==> src/rtl/pacc_pkg.sv <==
package pacc_pkg;
  localparam int PACC_CNT_W  = 8;
  localparam int PACC_ADDR_W = 3;
  localparam int PACC_SYNC_N = 2;

  localparam logic [PACC_ADDR_W-1:0] ADDR_CTRL = 3'd0;
  localparam logic [PACC_ADDR_W-1:0] ADDR_STAT = 3'd1;
  localparam logic [PACC_ADDR_W-1:0] ADDR_HI   = 3'd2;
  localparam logic [PACC_ADDR_W-1:0] ADDR_LO   = 3'd3;
  localparam logic [PACC_ADDR_W-1:0] ADDR_WORD = 3'd4;

  // Control register bit positions
  localparam int CTRL_CASC_BIT = 0;
  localparam int CTRL_IE_BIT   = 1;
endpackage

==> src/rtl/pacc_edge_sync.sv <==
module pacc_edge_sync #(
  parameter int STAGES = 2
) (
  input  logic clk,
  input  logic rst_n,
  input  logic async_i,
  output logic rise_o
);
  logic [STAGES-1:0] sync_q;
  logic              prev_q;

  always_ff @(posedge clk or negedge rst_n) begin
    if (!rst_n) begin
      sync_q <= '0;
      prev_q <= 1'b0;
    end else begin
      sync_q <= {sync_q[STAGES-2:0], async_i};
      prev_q <= sync_q[STAGES-1];
    end
  end

  assign rise_o = sync_q[STAGES-1] & ~prev_q;

  // One strobe per edge: a held input never yields two strobes in a row
  assert_single_rise_R2: assert property (@(posedge clk) disable iff (!rst_n)
    rise_o |=> !rise_o);
endmodule

==> src/rtl/pacc_counter.sv <==
module pacc_counter #(
  parameter int W = 8
) (
  input  logic         clk,
  input  logic         rst_n,
  input  logic         load_i,
  input  logic [W-1:0] load_val_i,
  input  logic         inc_i,
  output logic [W-1:0] cnt_o,
  output logic         wrap_o
);
  // Returns {carry, sum} of value + 1
  function automatic logic [W:0] step_up(input logic [W-1:0] v);
    return {1'b0, v} + (W+1)'(1);
  endfunction

  logic [W:0] stepped;
  assign stepped = step_up(cnt_o);
  assign wrap_o  = inc_i & ~load_i & stepped[W];

  always_ff @(posedge clk or negedge rst_n) begin
    if (!rst_n)      cnt_o <= '0;
    else if (load_i) cnt_o <= load_val_i;
    else if (inc_i)  cnt_o <= stepped[W-1:0];
  end

  assert_load_wins_R8: assert property (@(posedge clk) disable iff (!rst_n)
    load_i |=> cnt_o == $past(load_val_i));

  assert_wrap_to_zero_R3: assert property (@(posedge clk) disable iff (!rst_n)
    wrap_o |=> cnt_o == '0);
endmodule

==> src/rtl/pacc_ctrl.sv <==
module pacc_ctrl (
  input  logic       clk,
  input  logic       rst_n,
  input  logic       ctrl_we_i,
  input  logic [1:0] ctrl_wdata_i,
  input  logic       clr_req_i,
  input  logic       set_evt_i,
  output logic       cascade_o,
  output logic       ovf_ie_o,
  output logic       ovf_flag_o
);
  always_ff @(posedge clk or negedge rst_n) begin
    if (!rst_n) begin
      cascade_o <= 1'b0;
      ovf_ie_o  <= 1'b0;
    end else if (ctrl_we_i) begin
      cascade_o <= ctrl_wdata_i[pacc_pkg::CTRL_CASC_BIT];
      ovf_ie_o  <= ctrl_wdata_i[pacc_pkg::CTRL_IE_BIT];
    end
  end

  always_ff @(posedge clk or negedge rst_n) begin
    if (!rst_n)         ovf_flag_o <= 1'b0;
    else if (set_evt_i) ovf_flag_o <= 1'b1;
    else if (clr_req_i) ovf_flag_o <= 1'b0;
  end

  assert_set_wins_R6: assert property (@(posedge clk) disable iff (!rst_n)
    set_evt_i |=> ovf_flag_o);

  assert_flag_sticky_R5: assert property (@(posedge clk) disable iff (!rst_n)
    (ovf_flag_o && !clr_req_i) |=> ovf_flag_o);

  assert_flag_cause_R5: assert property (@(posedge clk) disable iff (!rst_n)
    $rose(ovf_flag_o) |-> $past(set_evt_i));
endmodule

==> src/rtl/pulse_acc_pair.sv <==
module pulse_acc_pair #(
  parameter int CNT_W  = pacc_pkg::PACC_CNT_W,
  parameter int ADDR_W = pacc_pkg::PACC_ADDR_W,
  parameter int SYNC_N = pacc_pkg::PACC_SYNC_N
) (
  input  logic                 clk,
  input  logic                 rst_n,
  input  logic                 pulse_lo_i,
  input  logic                 pulse_hi_i,
  input  logic                 bus_we_i,
  input  logic [ADDR_W-1:0]    bus_addr_i,
  input  logic [2*CNT_W-1:0]   bus_wdata_i,
  output logic [2*CNT_W-1:0]   bus_rdata_o,
  output logic                 ovf_irq_o
);
  import pacc_pkg::*;
  localparam int DATA_W = 2 * CNT_W;
  localparam int N_CH   = 2;

  // Named internal events
  logic [N_CH-1:0] pulse_vec, rise_vec;
  logic            wr_ctrl, wr_stat, wr_hi, wr_lo, wr_word;
  logic            lo_wrap, hi_wrap, hi_inc;
  logic            cascade, ovf_ie, ovf_flag;
  logic [CNT_W-1:0] lo_cnt, hi_cnt, hi_load_val;

  assign pulse_vec = {pulse_hi_i, pulse_lo_i};

  for (genvar g = 0; g < N_CH; g++) begin : g_in
    pacc_edge_sync #(.STAGES(SYNC_N)) u_sync (
      .clk(clk), .rst_n(rst_n), .async_i(pulse_vec[g]), .rise_o(rise_vec[g])
    );
  end

  assign wr_ctrl = bus_we_i && (bus_addr_i == ADDR_W'(ADDR_CTRL));
  assign wr_stat = bus_we_i && (bus_addr_i == ADDR_W'(ADDR_STAT));
  assign wr_hi   = bus_we_i && (bus_addr_i == ADDR_W'(ADDR_HI));
  assign wr_lo   = bus_we_i && (bus_addr_i == ADDR_W'(ADDR_LO));
  assign wr_word = bus_we_i && (bus_addr_i == ADDR_W'(ADDR_WORD));

  pacc_counter #(.W(CNT_W)) u_lo (
    .clk(clk), .rst_n(rst_n),
    .load_i(wr_lo | wr_word), .load_val_i(bus_wdata_i[CNT_W-1:0]),
    .inc_i(rise_vec[0]), .cnt_o(lo_cnt), .wrap_o(lo_wrap)
  );

  assign hi_load_val = wr_word ? bus_wdata_i[DATA_W-1:CNT_W] : bus_wdata_i[CNT_W-1:0];
  assign hi_inc      = cascade ? lo_wrap : rise_vec[1];

  pacc_counter #(.W(CNT_W)) u_hi (
    .clk(clk), .rst_n(rst_n),
    .load_i(wr_hi | wr_word), .load_val_i(hi_load_val),
    .inc_i(hi_inc), .cnt_o(hi_cnt), .wrap_o(hi_wrap)
  );

  pacc_ctrl u_ctrl (
    .clk(clk), .rst_n(rst_n),
    .ctrl_we_i(wr_ctrl), .ctrl_wdata_i(bus_wdata_i[1:0]),
    .clr_req_i(wr_stat & bus_wdata_i[0]), .set_evt_i(hi_wrap),
    .cascade_o(cascade), .ovf_ie_o(ovf_ie), .ovf_flag_o(ovf_flag)
  );

  assign ovf_irq_o = ovf_flag & ovf_ie;

  always_comb begin
    bus_rdata_o = '0;
    case (bus_addr_i)
      ADDR_W'(ADDR_CTRL): begin
        bus_rdata_o[CTRL_CASC_BIT] = cascade;
        bus_rdata_o[CTRL_IE_BIT]   = ovf_ie;
      end
      ADDR_W'(ADDR_STAT): bus_rdata_o[0] = ovf_flag;
      ADDR_W'(ADDR_HI):   bus_rdata_o[CNT_W-1:0] = hi_cnt;
      ADDR_W'(ADDR_LO):   bus_rdata_o[CNT_W-1:0] = lo_cnt;
      ADDR_W'(ADDR_WORD): bus_rdata_o = {hi_cnt, lo_cnt};
      default:            bus_rdata_o = '0;
    endcase
  end

  // Carry from the lower byte lands in the upper byte on the same edge
  assert_cascade_carry_R4: assert property (@(posedge clk) disable iff (!rst_n)
    (cascade && lo_wrap && !(wr_hi || wr_word)) |=> hi_cnt == $past(hi_cnt) + CNT_W'(1));

  // In cascade mode the upper input alone never moves the upper byte
  assert_hi_input_ignored_R4: assert property (@(posedge clk) disable iff (!rst_n)
    (cascade && !lo_wrap && !(wr_hi || wr_word)) |=> $stable(hi_cnt));
endmodule

==> config.mk <==
export PLATFORM = sky130hd
export DESIGN_NAME = pulse_acc_pair
export DESIGN_NICKNAME = d
export VERILOG_FILES = /design/src/rtl/pacc_pkg.sv /design/src/rtl/pacc_edge_sync.sv /design/src/rtl/pacc_counter.sv /design/src/rtl/pacc_ctrl.sv /design/src/rtl/pulse_acc_pair.sv
export SDC_FILE = /design/constraint.sdc
export NUM_CORES = 1
export LEC_CHECK = 0
export ABC_AREA = 0
export BUFFER_PORTS_ARGS = -buffer_cell sky130_fd_sc_hd__buf_2
export CORE_MARGIN = 1
export CORE_UTILIZATION = 39
export CTS_CLUSTER_DIAMETER = 200
export CTS_CLUSTER_SIZE = 10
export DETAILED_ROUTE_END_ITERATION = 16
export MAX_ROUTING_LAYER = met4
export PLACE_DENSITY = 0.63
export SLEW_MARGIN = 20
export SYNTH_ARGS = -nofsm -noshare
export SYNTH_HDL_FRONTEND = slang
export SYNTH_SLANG_ARGS = --single-unit
==> constraint.sdc <==
create_clock -name clk -period 2 [get_ports clk]
set_clock_uncertainty 0.1 [all_clocks]
set_input_delay 0.1 -clock clk [delete_from_list [all_inputs] [get_ports clk]]
set_output_delay 0.1 -clock clk [all_outputs]
set_load 0.01 [all_outputs]
# Yosys cells after proc, flatten, opt, wreduce, memory -nomap -nowiden
# Cells that the tools add are included.
[word_totals] regBits=25 inputBits=24 output_inout_bits=17 wordCells=51
[classes] n_addsub=2 n_eq_ne=4 n_mux=12 bitwise=14 n_reduce_logical=10
[op_table] operator="8-bit 2-to-1 mux" count=6
[op_table] operator="8-bit by 1-bit adder with 9-bit output (second input constant)" count=2
[op_table] operator="6-bit one-hot mux with 2 select lines" count=1
[op_table] operator="1-bit bitwise AND" count=8
[op_table] operator="3-bit by 2-bit equality test with 1-bit output (second input constant)" count=2
[op_table] operator="2-bit nonzero test" count=3
[op_table] operator="1-bit logical AND" count=5
[op_table] operator="1-bit inverter" count=4
[op_table] operator="1-bit one-hot mux with 4 select lines" count=1
[op_table] operator="3-bit by 1-bit equality test with 1-bit output (second input constant)" count=1
[op_table] operator="3-bit equality test (second input constant)" count=1
[op_table] operator="3-bit zero test" count=1
[op_table] operator="1-bit 2-to-1 mux" count=3
[op_table] operator="1-bit one-hot mux with 3 select lines" count=1
[op_table] operator="1-bit OR" count=2
[op_table] operator="2-bit OR reduction" count=1

# Longest topological paths before layout
# Gate-level depths: netlist of the first run.
[logic_depth] word_depth=10 ltp_mapped=6

# Hierarchy
# A second synthesis of the first run with hierarchy kept.
[hier_totals] hier_cells=174 hier_area_um2=1677.9
[by_module_without_submodules] module="pacc_counter" n_inst=2 cells_per_inst=51 area_per_inst_um2=465.4 seq_area_each_um2=200.2
[by_module_without_submodules] module="pulse_acc_pair" n_inst=1 cells_per_inst=57 area_per_inst_um2=460.4 seq_area_each_um2=0.0
[by_module_without_submodules] module="pacc_edge_sync" n_inst=2 cells_per_inst=4 area_per_inst_um2=88.8 seq_area_each_um2=75.1
[by_module_without_submodules] module="pacc_ctrl" n_inst=1 cells_per_inst=7 area_per_inst_um2=108.9 seq_area_each_um2=75.1

# Least setup slack after synthesis of the first run
# Ideal clock, no wire load.
[synth_path] path_type="reg-to-reg" from="register u_lo.cnt_o[0]" to="register u_hi.cnt_o[6]" setup_time_ns=0.082 arrival_time_ns=1.788 setup_slack_ns=0.030 path_stages_with_launch=7 n_path_buf=0 path_cell_list="dfrtp_1 ha_1 nand4b_1 nor3_1 a41oi_4 or3_1 a31oi_1"
[synth_between] elab_chain_cells=4
[synth_rtl] item="from (decl)" line="pacc_counter.sv:9" rtl="output logic [W-1:0] cnt_o,"
[synth_rtl] item="from (signal assigned)" line="pacc_counter.sv:23" rtl="else if (load_i) cnt_o <= load_val_i;"
[synth_rtl] item="from (signal assigned)" line="pacc_counter.sv:24" rtl="else if (inc_i) cnt_o <= stepped[W-1:0];"
[synth_rtl] item="8-bit by 1-bit adder with 9-bit output" line="pacc_counter.sv:14" rtl="return {1'b0, v} + (W+1)'(1);"
[synth_rtl] item="1-bit bitwise AND" line="pacc_counter.sv:19" rtl="assign wrap_o = inc_i & ~load_i & stepped[W];"
[synth_rtl] item="1-bit 2-to-1 mux" line="pulse_acc_pair.sv:48" rtl="assign hi_inc = cascade ? lo_wrap : rise_vec[1];"
[synth_rtl] item="2-bit nonzero test (no line)"
[synth_rtl] item="to (signal assigned)" line="pacc_counter.sv:23"
[synth_rtl] item="to (signal assigned)" line="pacc_counter.sv:24"
[synth_rtl] item="to (decl)" line="pacc_counter.sv:9"
# No other way between the ends.
# A chain may end at the register's enable or synchronous reset.

# Worst setup path in the final report of the first run
[layout_path] from="register u_lo.cnt_o[0]" to="register u_hi.cnt_o[4]"
# The elaborated chain is that of the path after synthesis.

==> results of run 1 <==
[layout by cell type, fill, tap and decap left out, drive strengths merged, types with 6 or more instances in the layout]
cell / Yosys / routed
a21oi: 11 / 11
a31oi: 7 / 7
and3: 8 / 8
buf: 2 / 55
dfrtp: 25 / 25
mux2i: 6 / 6
nand2: 8 / 8
nand3: 8 / 8
nor2: 13 / 13
o21ai: 7 / 7
[metal layers]
| metal | vias to the layer above | track usage |
|---|---|---|
| li1 | 726 | - |
| met1 | 731 | 0.290 |
| met2 | 65 | 0.371 |
| met3 | 6 | 0.0246 |
| met4 | 0 | 0.0667 |
| met5 | - | - |
[cells in the mapped netlist (3+ instances only)]
master / count
a21oi_1: 10
clkbuf_1: 5
a211oi_1: 5
xnor2_1: 4
o21ai_0: 7
nor2_1: 13
a22o_1: 5
and3_1: 8
dfrtp_1: 25
nor3_1: 4
nand2b_1: 3
xor2_1: 4
and2_1: 5
nor2b_1: 4
mux2i_1: 6
or3_1: 5
a31oi_1: 6
nand3_1: 8
nand2_1: 8
inv_1: 4
[timing repair]
| action | in CTS | in global routing |
|---|---|---|
| hold buffers | 5 | 0 |
| pin swaps | 2 | 2 |
| setup buffers | 0 | 4 |
| setup endpoints to repair | 2 | 5 |
| endpoints found under the hold margin | 29 | 0 |
| gates resized for setup | 2 | 3 |
[where the power goes]
part	internal [mW]	total, mW	switching [mW]	leakage, nW
logic	0.388	0.738	0.350	0.621
registers	0.664	0.912	0.247	0.284
clock network	0.146	0.324	0.178	0.0261
[critical path: cells and delay by family (launching register included)]
kind | cells | cell delay (ns)
AO/OA/AOI/OAI | 2 | 0.34
adder cells (fa/ha/maj) | 1 | 0.17
buffers and inverters | 1 | 0.15
flip-flops | 1 | 0.42
AND/OR/NAND/NOR | 3 | 0.64
[kinds of logic (layout without fill, tap and decap cells)]
kind of cell    after synthesis  in the layout
simple gates                 64             64
compound gates               47             47
flops                        25             25
buf+inv                      11             68
xor+xnor                      8              8
mux                           8              8
fa+ha+maj                     2              2
[area by class of cell]
class / instances / area, µm² / share of cell area
Timing Repair Buffer: 60 / 363 / 0.180
Clock buffer: 3 / 41.3 / 0.0205
Sequential cell: 25 / 626 / 0.310
Tap cell: 48 / 60.1 / 0.0298
Multi-Input combinational cell: 129 / 903 / 0.448
Inverter: 4 / 15.0 / 0.00744
Clock inverter: 1 / 8.76 / 0.00434
[how the worst max path moves through the flow]
stage / end / cells past startpoint / startpoint
floorplan: u_hi.cnt_o[6]$_DFFE_PN0P_ / 6 / u_lo.cnt_o[0]$_DFFE_PN0P_
global placement: u_hi.cnt_o[5]$_DFFE_PN0P_ / 7 / u_lo.cnt_o[0]$_DFFE_PN0P_
detailed placement: u_hi.cnt_o[4]$_DFFE_PN0P_ / 7 / u_lo.cnt_o[0]$_DFFE_PN0P_
CTS: u_hi.cnt_o[4]$_DFFE_PN0P_ / 7 / u_lo.cnt_o[0]$_DFFE_PN0P_
global route: u_hi.cnt_o[4]$_DFFE_PN0P_ / 7 / u_lo.cnt_o[0]$_DFFE_PN0P_
finish: u_hi.cnt_o[4]$_DFFE_PN0P_ / 7 / u_lo.cnt_o[0]$_DFFE_PN0P_
[state kept, by name, summed over array words and instances, names as in the netlist]
register	flops
u_lo.cnt_o	8
u_ctrl.ovf_flag_o	1
g_in.u_sync.sync_q	4
u_hi.cnt_o	8
u_ctrl.cascade_o	1
g_in.u_sync.prev_q	2
u_ctrl.ovf_ie_o	1
[metrics by stage]
step / instances / hold slack [ns]
floorplan: 165 / -0.296
CTS: 266 / 0.00476
finish: 270 / 0.0109
global placement: 257 / 0.0226
global route: 270 / 0.00217
detailed placement: 257 / 0.0327
==> flow_summary.yaml, run 1 <==
detailed_routing:
  drc: 0
  maxUsedRoutingLayer: "met4"
  dr_wl_met3_um: 264
  num_vias: 1528
  routed_wl_um: 4300
  wl_met1_um: 1910
  drt-wirelength-per-cell_um: 15.9
  dr_wl_met2_um: 2090
  post_drt_via_cell_ratio: 5.66
  drtPass1Iterations: 4
  antenna_left: 0
  first_iter_violations: 155
run_status:
  status: "completed"
floorplan:
  num_io_pins: 41
  initial_core_util: 0.415
  dieHeight_um: 64.9
  die_area_um2: 4210
  core_um2: 3720
  rows: 22
  die_x_um: 64.9
sta:
  slew_viol_final: 0
  setup_violations: 0
  fmaxAchievable_ghz: 0.524
  layout_worst_path_cycle_share: 0.954
  finalHoldViolCount: 0
  rsz0062_at_grt: "yes"
  relSlewSlack: 0.473
  fin_crit_ns: 1.91
  tns_ns: 0
  setup_ws_ns: 0.0926
  worst_pin_slew_ns: 0.786
worst_setup_path:
  r2r-end: "u_hi.cnt_o[4]$_DFFE_PN0P_"
  reg2reg_from: "u_lo.cnt_o[0]$_DFFE_PN0P_"
  end_kind: "register"
  arrival_ns: 2.00
  r2r_slack_ns: 0.09
  r2r_cells: 7
  crit_fanout: 8
  critical_path_class: "register to register"
  critPathLaunchType: "register"
  crit_chain: "ha_4 -> nand4b_1 -> nor3_2 -> buf_4 -> a41oi_4 -> or3_1 -> a31oi_2"
  critPathMaxStageDelay_ns: 0.42
  crit_slowest_cell: "dfrtp_1"
  worstPathRequired_ns: 2.09
synth:
  ys_warn_count: 0
  syn_inst: 165
  yosys.area.top_type: "dfrtp_1"
  synth_area_leaders: "dfrtp_1 (41%), mux2i_1 (3.9%), a21oi_1 (3.2%)"
  yosys.area_share.simple: 0.223
  ys_types: 40
  synth_top_area_share: 0.406
  ys_ff_latch: 25
  yosysSeqAreaShare: 0.406
  yosys.area_share.adder: 0.0162
  synth_top_family_by_area: "compound AO/OA/AOI/OAI gates"
  synth-compound-area-share: 0.227
  synth_edf_count: 0
  synth_nets: 191
  synthMuxAreaShare: 0.0536
  synth_flop_cell: "dfrtp_1"
  synth.avg_cell_area_um2: 9.34
  async_flop_share: 1.00
  synth-xor-area-share: 0.0455
  synth_area_um2: 1540
worst_hold_path:
  worstHoldEndpoint: "u_lo.cnt_o[4]$_DFFE_PN0P_"
  hold_class: "input port to register"
  min_from: "bus_wdata_i[4]"
  hold_depth: 3
power:
  ir_drop_mv: 0.355
  leakage_nw: 0.932
  finalPower_mw: 1.97
  power_density_nw_per_um2: 979
clock_network:
  cts_buffers: 3
  cts_tree: "yes"
  htree_num_levels: 1
  clk_pin_slew_ns: 0.10
  cts_sinks: 25
  clk_path_buf_depth: 2
  clk_latency_ns: 0.27
  root_buffer: "clkbuf_8"
placed_design:
  dpl.hpwl_um: 3240
  dpl-instance-area_um2: 1860
  io_buffers: 40
  gp_congestion: 0.974
  dp_slack_ns: 0.0245
grt:
  grt_pass1_wl_um: 7050
  grt_pass1_vias: 1470
  grt.overflow.total: 0
  antenna_found_initial: 0
  grt_max_degree: 26
  track_usage: 0.225
cells_and_area:
  fin_util: 0.543
  final_nets: 249
  drive_gt1_frac: 0.306
  area_growth_pct: 30.8
  fin_area_um2: 2020
  fillCellCount: 347
  n_antenna_cell: 0
job:
  cap_viol_max_count: 0
(Power assumes the default switching activity.)
==> run 2: changes to the inputs <==
--- a/config.mk
+++ b/config.mk
@@ -13,7 +13,7 @@
 export CTS_CLUSTER_SIZE = 10
 export DETAILED_ROUTE_END_ITERATION = 16
 export MAX_ROUTING_LAYER = met4
-export PLACE_DENSITY = 0.63
+export PLACE_DENSITY = 0.61
 export SLEW_MARGIN = 20
 export SYNTH_ARGS = -nofsm -noshare
 export SYNTH_HDL_FRONTEND = slang
==> constraint.sdc (replaced) <==
create_clock -name clk -period 2.4 [get_ports clk]
set_clock_uncertainty 0.1 [all_clocks]
set_input_delay 0.12 -clock clk [delete_from_list [all_inputs] [get_ports clk]]
set_output_delay 0.12 -clock clk [all_outputs]
set_load 0.01 [all_outputs]
==> flow_summary.yaml, run 2 (same netlist as run 1, synthesis figures left out) <==
clock_network:
  clk_path_buf_depth: 2
  cts_sinks: 25
  cts_tree: "yes"
  root_buffer: "clkbuf_8"
  htree_num_levels: 1
  clk_latency_ns: 0.27
  cts_buffers: 3
  clk_pin_slew_ns: 0.10
  post_cts.repair.setup_buffers: 0
floorplan:
  die_area_um2: 4210
  rows: 22
  core_um2: 3720
  dieHeight_um: 64.9
  initial_core_util: 0.415
  die_x_um: 64.9
  num_io_pins: 41
sta:
  fmaxAchievable_ghz: 0.484
  setup_violations: 0
  worst_pin_slew_ns: 0.984
  slew_viol_final: 0
  layout_worst_path_cycle_share: 0.862
  fin_crit_ns: 2.07
  finalHoldViolCount: 0
  tns_ns: 0
  relSlewSlack: 0.341
  rsz0062_at_grt: "no"
placed_design:
  dpl.hpwl_um: 3200
  gp_congestion: 0.883
  io_buffers: 40
cells_and_area:
  area_growth_pct: 22.6
  reg_top3: "u_hi.cnt_o (8), u_lo.cnt_o (8), g_in.u_sync.sync_q (4)"
  final_nets: 237
  most-common-layout-cells: "buf_2 (40), dfrtp_1 (25), nor2_1 (13), a21oi_1 (10)"
  n_antenna_cell: 0
  multiInputGateArea_um2: 872
  drive_gt1_frac: 0.257
  regArea_um2: 626
  final_common_cell: "buf_2"
  fillCellCount: 363
grt:
  grt_pass1_vias: 1451
  antenna_found_initial: 0
  grt_pass1_wl_um: 7040
  grt_max_degree: 26
  grtUsageMet1: 0.316
  met2_usage: 0.324
  use_met3: 0.0352
  top_usage_layer: "met2"
  grt.overflow.total: 0
  track_usage: 0.226
detailed_routing:
  drc: 0
  drtPass1Iterations: 4
  antenna_left: 0
  routed_wl_um: 4280
  post_drt_via_cell_ratio: 5.78
  drt-wirelength-per-cell_um: 16.6
  num_vias: 1491
  first_iter_violations: 203
worst_setup_path:
  critical_path_class: "register to register"
  critPathLaunchType: "register"
  crit_fanout: 8
  end_kind: "register"
  worstPathRequired_ns: 2.50
  arrival_ns: 2.16
job:
  cap_viol_max_count: 0
power:
  finalPower_mw: 1.54
  leakage_nw: 0.870
  ir_drop_mv: 0.369
  power_density_nw_per_um2: 813
run_status:
  status: "completed"
worst_hold_path:
  hold_class: "input port to register"
-- run 2: changes by cell type in the layout (fill, tap and decap cells not counted), sizes merged --
cell | before | now
dlygate4sd3 | 5 | 3
buf | 55 | 45
-- run 2: final timing paths --
path	start	to	slack [ns]	depth (start not counted)
worst max-delay path	u_lo.cnt_o[0]$_DFFE_PN0P_	u_hi.cnt_o[6]$_DFFE_PN0P_	0.33	7
worst min-delay path	bus_wdata_i[3]	u_lo.cnt_o[3]$_DFFE_PN0P_	0.01	3
worst max register to register	u_lo.cnt_o[0]$_DFFE_PN0P_	u_hi.cnt_o[6]$_DFFE_PN0P_	0.33	7
worst min register to register	g_in[1].u_sync.sync_q[0]$_DFF_PN0_	g_in[1].u_sync.sync_q[1]$_DFF_PN0_	0.26	0
max in group asynchronous	rst_n	u_hi.cnt_o[1]$_DFFE_PN0P_	1.56	2
min in group asynchronous	rst_n	u_lo.cnt_o[7]$_DFFE_PN0P_	0.26	2
-- run 2: area by class of cell --
| class | instances | area share |
|---|---|---|
| Timing Repair Buffer | 48 | 0.142 |
| Clock buffer | 3 | 0.0218 |
| Tap cell | 48 | 0.0318 |
| Inverter | 4 | 0.00794 |
| Multi-Input combinational cell | 129 | 0.461 |
| Sequential cell | 25 | 0.331 |
| Clock inverter | 1 | 0.00463 |
-- run 2: stage by stage --
stage	cells	utilization	hold slack [ns]	setup WS (ns)	area, µm²
5_1_grt	258	0.509	0.0355	0.165	1890
3_5_place_dp	251	0.487	0.0500	0.341	1810
3_3_place_gp	251	0.487	0.0431	0.440	1810
6_report	258	0.509	0.0138	0.332	1890
4_1_cts	258	0.509	0.0137	0.314	1890
2_1_floorplan	165	-	-0.276	0.430	1540
-- run 2: where the power goes --
part           internal [mW]  switching [mW]  total, mW  leakage [nW]
clock                  0.122           0.148      0.269        0.0261
combinational          0.251           0.255      0.505         0.559
sequential             0.554           0.208      0.761         0.284
-- run 2: routing by layer --
layer / vias up / wire length [µm]
li1: 703 / -
met1: 714 / 1970
met2: 70 / 1920
met3: 4 / 338
met4: 0 / 52
met5: - / 0
-- run 2: worst max-delay path, stage by stage, from the launching register on --
cell,delay [ns]
dfrtp_1,0.42
ha_1,0.22
nand4b_1,0.14
nor3_1,0.21
buf_4,0.16
a41oi_4,0.18
or3_1,0.39
a31oi_1,0.18
-- run 2: repair_timing --
action / 4_1_cts / 5_1_grt
gates resized for setup: 0 / 0
hold buffers: 3 / 0
endpoints found under the hold margin: 27 / 0
==> run 3: changes to the inputs <==
--- a/config.mk
+++ b/config.mk
@@ -6,14 +6,14 @@
 export NUM_CORES = 1
 export LEC_CHECK = 0
 export ABC_AREA = 0
-export BUFFER_PORTS_ARGS = -buffer_cell sky130_fd_sc_hd__buf_2
 export CORE_MARGIN = 1
 export CORE_UTILIZATION = 39
 export CTS_CLUSTER_DIAMETER = 200
 export CTS_CLUSTER_SIZE = 10
 export DETAILED_ROUTE_END_ITERATION = 16
+export DONT_BUFFER_PORTS = 1
 export MAX_ROUTING_LAYER = met4
-export PLACE_DENSITY = 0.61
+export PLACE_DENSITY = 0.52
 export SLEW_MARGIN = 20
 export SYNTH_ARGS = -nofsm -noshare
 export SYNTH_HDL_FRONTEND = slang
==> flow_summary.yaml, run 3 (same netlist as run 1, synthesis figures left out) <==
run_status:
  status: "completed"
detailed_routing:
  drc: 0
  drtPass1Iterations: 4
  first_iter_violations: 125
  routed_wl_um: 4220
  drt-wirelength-per-cell_um: 18.3
  post_drt_via_cell_ratio: 6.03
  num_vias: 1388
  antenna_left: 0
placed_design:
  io_buffers: 0
  placed_cells_incl_taps: 210
  gp_congestion: 0.814
  dpl.hpwl_um: 3160
clock_network:
  clk_pin_slew_ns: 0.09
  root_buffer: "clkbuf_8"
  cts_buffers: 3
  cts_sinks: 25
  cts_resized: 0
  htree_num_levels: 1
  clk_path_buf_depth: 2
  clk_latency_ns: 0.27
  cts_tree: "yes"
cells_and_area:
  area_growth_pct: 18.0
  final_common_cell: "dfrtp_1"
  reg_top3: "u_hi.cnt_o (8), u_lo.cnt_o (8), g_in.u_sync.sync_q (4)"
  fin_util: 0.490
  most-common-layout-cells: "dfrtp_1 (25), dlygate4sd3_1 (15), nor2_1 (13), a21oi_1 (10)"
  drive_gt1_frac: 0.0769
  layout.cells.non_filler: 230
  final_nets: 209
  fillCellCount: 383
  n_antenna_cell: 0
worst_setup_path:
  worstPathRequired_ns: 2.49
  end_kind: "register"
  crit_fanout: 8
  critPathLaunchType: "register"
  critical_path_class: "register to register"
  arrival_ns: 2.17
sta:
  worst_pin_slew_ns: 0.752
  rsz0062_at_grt: "no"
  tns_ns: 0
  finalHoldViolCount: 0
  fin_crit_ns: 2.09
  setup_violations: 0
  layout_worst_path_cycle_share: 0.870
  relSlewSlack: 0.497
  slew_viol_final: 0
  fmaxAchievable_ghz: 0.479
floorplan:
  initial_core_util: 0.415
  dieHeight_um: 64.9
  num_io_pins: 41
  die_area_um2: 4210
  die_x_um: 64.9
  core_um2: 3720
  rows: 22
job:
  cap_viol_max_count: 0
power:
  leakage_nw: 0.743
  ir_drop_mv: 0.303
  power_density_nw_per_um2: 816
  finalPower_mw: 1.49
grt:
  grt_max_degree: 26
  grt_pass1_vias: 1379
  track_usage: 0.229
  grt_pass1_wl_um: 7070
  antenna_found_initial: 0
  grt.overflow.total: 0
worst_hold_path:
  hold_class: "input port to register"
## run 3: cell count changes in the layout (fill, tap and decap cells not counted)
| cell | delta |
|---|---|
| buf_12 | +1 |
| buf_2 | -40 |
| buf_4 | -1 |
| clkinv_2 | +1 |
| dlygate4sd3_1 | +12 |
| inv_6 | -1 |
## run 3: metrics by stage
step / worst slack [ns] / instance area (µm²) / hold WS (ns)
finish: 0.312 / 1820 / 0.00359
global route: 0.187 / 1820 / 0.0120
CTS: 0.309 / 1820 / 0.00412
detailed placement: 0.344 / 1600 / -0.275
global placement: 0.461 / 1600 / -0.275
floorplan: 0.430 / 1540 / -0.276
## run 3: final timing paths
check                                                     end  cells past startpoint  slack, ns                          startpoint
max                                 u_hi.cnt_o[5]$_DFFE_PN0P_                      7       0.31           u_lo.cnt_o[0]$_DFFE_PN0P_
min                                 u_hi.cnt_o[0]$_DFFE_PN0P_                      2      0.004                      bus_wdata_i[8]
max reg2reg                         u_hi.cnt_o[5]$_DFFE_PN0P_                      7       0.31           u_lo.cnt_o[0]$_DFFE_PN0P_
min reg2reg                g_in[1].u_sync.sync_q[1]$_DFF_PN0_                      0       0.26  g_in[1].u_sync.sync_q[0]$_DFF_PN0_
max in group asynchronous           u_lo.cnt_o[5]$_DFFE_PN0P_                      2       1.87                               rst_n
min in group asynchronous        u_ctrl.cascade_o$_DFFE_PN0P_                      2       0.17                               rst_n
## run 3: repair_timing
item / CTS / global route
setup buffers: 0 / 0
hold endpoints to repair: 44 / 0
hold buffers: 16 / 0
## run 3: critical path, cell delays in order (launching register included)
cell and delay, ns:
dfrtp_1 0.42, ha_1 0.22, nand4b_1 0.14, nor3_1 0.21, buf_4 0.16, a41oi_4 0.17, or3_1 0.40, a31oi_1 0.18
## run 3: where the power goes
group	switching (mW)	internal (mW)
Clock	0.135	0.116
Sequential	0.201	0.554
Combinational	0.245	0.234
## run 3: final cells by class
class / instances / area [µm²] / area share
multi-input combinational: 129 / 872 / 0.479
sequential: 25 / 626 / 0.344
timing repair buffer: 20 / 200 / 0.110
tap: 48 / 60.1 / 0.0330
clock buffer: 3 / 41.3 / 0.0227
inverter: 4 / 15.0 / 0.00825
clock inverter: 1 / 5.00 / 0.00275
## run 3: metal layers
metal	vias up	GRT usage	wire, µm
li1	649	-	-
met1	670	0.309	1930
met2	62	0.352	1930
met3	7	0.0335	302
met4	0	0.0750	57
met5	-	-	0
